===== config.mk =====
export PLATFORM = sky130hd
export DESIGN_NAME = word_ptr_ctr
export DESIGN_NICKNAME = d
export VERILOG_FILES = /design/src/rtl/wac_pkg.sv /design/src/rtl/wac_hi_stage.sv /design/src/rtl/wac_step.sv /design/src/rtl/word_ptr_ctr.sv
export SDC_FILE = /design/constraint.sdc
export NUM_CORES = 1
export LEC_CHECK = 0
export ABC_CLOCK_PERIOD_IN_PS = 2050
export BUFFER_PORTS_ARGS = -buffer_cell sky130_fd_sc_hd__buf_2
export CAP_MARGIN = 10
export CORE_ASPECT_RATIO = 1.4
export CORE_UTILIZATION = 53
export CTS_BUF_LIST = sky130_fd_sc_hd__clkbuf_2 sky130_fd_sc_hd__clkbuf_4 sky130_fd_sc_hd__clkbuf_8
export CTS_CLUSTER_SIZE = 16
export DETAILED_ROUTE_END_ITERATION = 10
export GPL_ROUTABILITY_DRIVEN = 0
export PLACE_DENSITY_LB_ADDON = 0.15
export SLEW_MARGIN = 20
export SYNTH_ARGS = -nofsm -noshare
export SYNTH_HDL_FRONTEND = slang
export SYNTH_SLANG_ARGS = --single-unit
export TNS_END_PERCENT = 10

===== constraint.sdc =====
create_clock -name clk -period 2.05 [get_ports clk]
set_input_delay 0.41 -clock clk [delete_from_list [all_inputs] [get_ports clk]]
set_output_delay 0.41 -clock clk [all_outputs]
set_load 0.01 [all_outputs]

===== src/rtl/wac_pkg.sv =====
package wac_pkg;
  localparam int unsigned BYTE_W = 8;

  typedef enum logic {
    STEP_WR = 1'b0,
    STEP_RD = 1'b1
  } step_kind_e;
endpackage


===== src/rtl/wac_hi_stage.sv =====
// Holds the upper address bits received in the first address byte
// until the low byte arrives.
module wac_hi_stage #(
  parameter int unsigned HI_W = 5
) (
  input  logic            clk,
  input  logic            rst,
  input  logic            cap_stb,
  input  logic            clr_stb,
  input  logic [HI_W-1:0] cap_val,
  output logic [HI_W-1:0] stage_q
);
  always_ff @(posedge clk) begin
    if (rst) begin
      stage_q <= '0;
    end else if (cap_stb) begin
      stage_q <= cap_val;      // a fresh high byte outranks a commit
    end else if (clr_stb) begin
      stage_q <= '0;
    end
  end
endmodule


===== src/rtl/wac_step.sv =====
// Next-address logic: page-local wrap for writes, whole-array wrap for reads.
module wac_step #(
  parameter int unsigned ADDR_W = 13,
  parameter int unsigned PAGE_W = 5
) (
  input  logic [ADDR_W-1:0]       cur,
  input  wac_pkg::step_kind_e     kind,
  output logic [ADDR_W-1:0]       nxt
);
  logic [ADDR_W-1:0] rd_nxt;
  logic [ADDR_W-1:0] wr_nxt;

  assign rd_nxt = cur + 1'b1;

  generate
    if (PAGE_W >= ADDR_W) begin : g_single_page
      assign wr_nxt = rd_nxt;
    end else begin : g_paged
      logic [PAGE_W-1:0] col_nxt;
      assign col_nxt = cur[PAGE_W-1:0] + 1'b1;
      assign wr_nxt  = {cur[ADDR_W-1:PAGE_W], col_nxt};
    end
  endgenerate

  always_comb begin
    unique case (kind)
      wac_pkg::STEP_RD: nxt = rd_nxt;
      default:          nxt = wr_nxt;
    endcase
  end
endmodule


===== src/rtl/word_ptr_ctr.sv =====
module word_ptr_ctr #(
  parameter int unsigned ADDR_W = 13,
  parameter int unsigned PAGE_W = 5
) (
  input  logic                       clk,
  input  logic                       rst,
  input  logic                       ld_hi_stb,
  input  logic                       ld_lo_stb,
  input  logic [wac_pkg::BYTE_W-1:0] ld_byte,
  input  logic                       inc_stb,
  input  logic                       inc_is_rd,
  input  logic                       commit_stb,
  output logic [ADDR_W-1:0]          ptr_addr
);
  localparam int unsigned BW   = wac_pkg::BYTE_W;
  localparam int unsigned HI_W = ADDR_W - BW;

  logic [HI_W-1:0]   hi_q;
  logic [ADDR_W-1:0] step_nxt;
  logic [ADDR_W-1:0] ptr_q;

  wac_hi_stage #(.HI_W(HI_W)) u_hi (
    .clk     (clk),
    .rst     (rst),
    .cap_stb (ld_hi_stb),
    .clr_stb (commit_stb),
    .cap_val (ld_byte[HI_W-1:0]),
    .stage_q (hi_q)
  );

  generate
    if (HI_W < BW) begin : g_drop_top
      logic unused_hi_bits;
      assign unused_hi_bits = ^ld_byte[BW-1:HI_W];
    end
  endgenerate

  wac_step #(.ADDR_W(ADDR_W), .PAGE_W(PAGE_W)) u_step (
    .cur  (ptr_q),
    .kind (wac_pkg::step_kind_e'(inc_is_rd)),
    .nxt  (step_nxt)
  );

  always_ff @(posedge clk) begin
    if (rst) begin
      ptr_q <= '0;
    end else if (ld_lo_stb) begin
      ptr_q <= {hi_q, ld_byte};
    end else if (inc_stb) begin
      ptr_q <= step_nxt;
    end
  end

  assign ptr_addr = ptr_q;
endmodule


==> results.md <==
- Crit-path max FO: 5
- Min-delay src: ld_byte[1]
- Synthesized Nets: 132
- Initial antenna violation count: 0
- FF-to-FF Start: ptr_addr[0]
- CTS resizes: 0
- Worst setup startpoint: ptr_addr[0]
- Required time of the critical path: roughly 2.2 ns
- Crit-path leading delay family: simple AND/OR/NAND/NOR gates
- H-tree Lvls: 1
- Maxcap violations: 0
- CP Class: reg -> reg
- Hold Violations, Final: 0
- Crit path capture type: flop
- WL/cell: between 10 and 15 µm
- Placed insts: 155
- Final #Nets: roughly 160
- Antenna-violating nets left: 0
- Slew @ Worst Pin: 0.4251 ns
- Part of the Yosys area used for sequential elements: 0.3697
- Slowest stage delay, CP: between 0.4 and 0.5 ns
- Cells after Synth: 116
- Pins Over Slew Limit: 0
- Die area: 2017 µm²
- CP bufs+invs: 0
- CP Data Arrival Time: 1.85 ns
- Fin crit share: 0.8112
- Final WL: 2224 µm
- Yosys Warn Count: 0
- Crit path max-delay cell type: or4_1
- Post-synth EDFFs: 0
- RSZ-0062 raised after global routing: no
- Post-synthesis cell area: around 1000 µm²
- Vias in the first global route: 825
- Diode count: 0
- DRT iter0 DRCs: 23
- Core Util, Final: 0.6443
- Status: completed
- Fraction of registers with async set/reset: 0
- Root Driver: clkbuf_4
- Synth top area cells: dfxtp_1 (37%), nor2_1 (5.8%), or4_1 (4.6%)
- Global Route Usage Sum: 0.2421
- Share of layout cells above drive strength 1: 0.2464
- HPWL after DPL: 1629 µm
- DRC errors left: 0
- Setup bufs post-CTS: 0
- Setup WS pre-CTS: 0.3202 ns
- Insertion delay to the later sink of the worst-skew pair: approximately 0.29 ns
- First-pass GRT wire length: ~3500 µm
- CTS buffer count: 3
- HP Class: in -> reg
- Hold buffer count at cts: 0
- Cell area power density: 606.7 nW/µm²
- Critical-path cell list: ha_1 > nand2_1 > or4_1 > and3_1
- Min Tclk post-route: 1.663 ns
- Non-Filler Instances: ~160
- Height of the die: 52.74 µm
- Final worst slack: 0.3870 ns
- Seq cells post-synth: 18
- Area growth syn-to-layout: 14.63%
- Setup Skew: 0.004443 ns
- Syn Area/Cell: 8.402 µm²
- Relative slew slack: 0.7093
- F_max: 601.3 MHz
- Share of the synthesized area in the top cell type: 0.3697
- Netlist cell types: 33
- DP Area: ~1100 µm²
- Grt total ovfl: 0
- Yosys top cell by area: dfxtp_1
- Initial Util: 0.5620
- LEAKAGE: 0.4387 nW
- Final count of negative-setup-slack endpoints: 0
- Post-route setup TNS: 0 ns
- Longest Clk Path Bufs: 2
- Row count: 18
- Finished Cell Area: 1117 µm²
- Boundary Pins: 28
- Clock sinks: 18
- CP Launch Type: flop
- Core area: ~1700 µm²
- Buffers added on ports: 27
- Via-per-instance ratio: between 6 and 7
- Largest net degree at the start of global routing: 19
- TritonCTS clock tree: done
- VDD IR max: 543.1 µV
- Die width: 38.25 µm
- # fillers: 148
- Synth Flop Type: dfxtp_1
- Pre-antenna DRT Iters: 4
- Clock-pin slew on the worst setup and hold paths: approximately 0.1 ns
- Vias: 976
## worst min-delay path, delay by kind of cell
kind | cells | cell delay (ns)
simple gates | 1 | 0.07
compound gates | 1 | 0.06
buf+inv | 1 | 0.09
## path summary, 6_finish.rpt
path,endpoint,slack [ns],depth (start not counted)
worst max-delay path,ptr_addr[10],0.39,4
worst min-delay path,u_hi.stage_q[1],0.37,3
worst max register to register,ptr_addr[10],0.39,4
worst min register to register,ptr_addr[9],0.51,2
## through the flow
step	hold WS (ns)	total power, mW
floorplan	0.4647	0.4683
global placement	0.4905	0.5048
detailed placement	0.4863	0.5109
CTS	0.3654	0.6791
global route	0.3831	0.7043
finish	0.3672	0.6779
## logic make-up after synthesis
group | share of synthesized area
flops | 0.3697
xor+xnor | 0.03595
mux | 0.01155
fa+ha+maj | 0.01283
simple gates | 0.3184
compound gates | 0.2028
buf+inv | 0.04877
## Yosys cell counts, types with 4 or more instances
| master | count |
|---|---|
| dfxtp_1 | 18 |
| nor2_1 | 15 |
| a21oi_1 | 8 |
| nand2_1 | 6 |
| or4_1 | 6 |
| a211oi_1 | 5 |
| clkbuf_1 | 5 |
| nor3b_1 | 5 |
| a311oi_1 | 4 |
| o21ai_0 | 4 |
## final cells by class
cell class / instances / area, µm² / area share
Clock buffer: 3 / 22.52 / 0.02016
Tap cell: 20 / 25.02 / 0.02240
Sequential cell: 18 / 360.3 / 0.3225
Timing Repair Buffer: 27 / 135.1 / 0.1209
Inverter: 2 / 7.507 / 0.006719
Multi-Input combinational cell: 88 / 566.8 / 0.5073
## metal layers
metal,share of wire,track usage
met2,0.51,0.4181
met1,0.43,0.2974
met3,0.048,0.02553
met4,0.018,0.08929
met5,0,0
## layout by cell type (no fill, tap or decap), types with 4 or more instances in the layout
master and count:
buf_2 27, dfxtp_1 18, nor2_1 15, a21oi_1 8
nand2_1 6, or4_1 6, a211oi_1 5, nor3b_1 5
o21ai_0 4, a311oi_1 4
## where the power goes
| group | internal (mW) | total (mW) | switching (mW) |
|---|---|---|---|
| clock | 0.0683 | 0.174 | 0.105 |
| combinational | 0.0491 | 0.110 | 0.0605 |
| sequential | 0.369 | 0.394 | 0.0250 |
| total | 0.487 | 0.678 | 0.191 |
## registers in the layout, indices dropped and copies added, names as in the netlist
register	cells
ptr_addr	13
u_hi.stage_q	5
No activity file was read; power rests on OpenSTA's default activity.
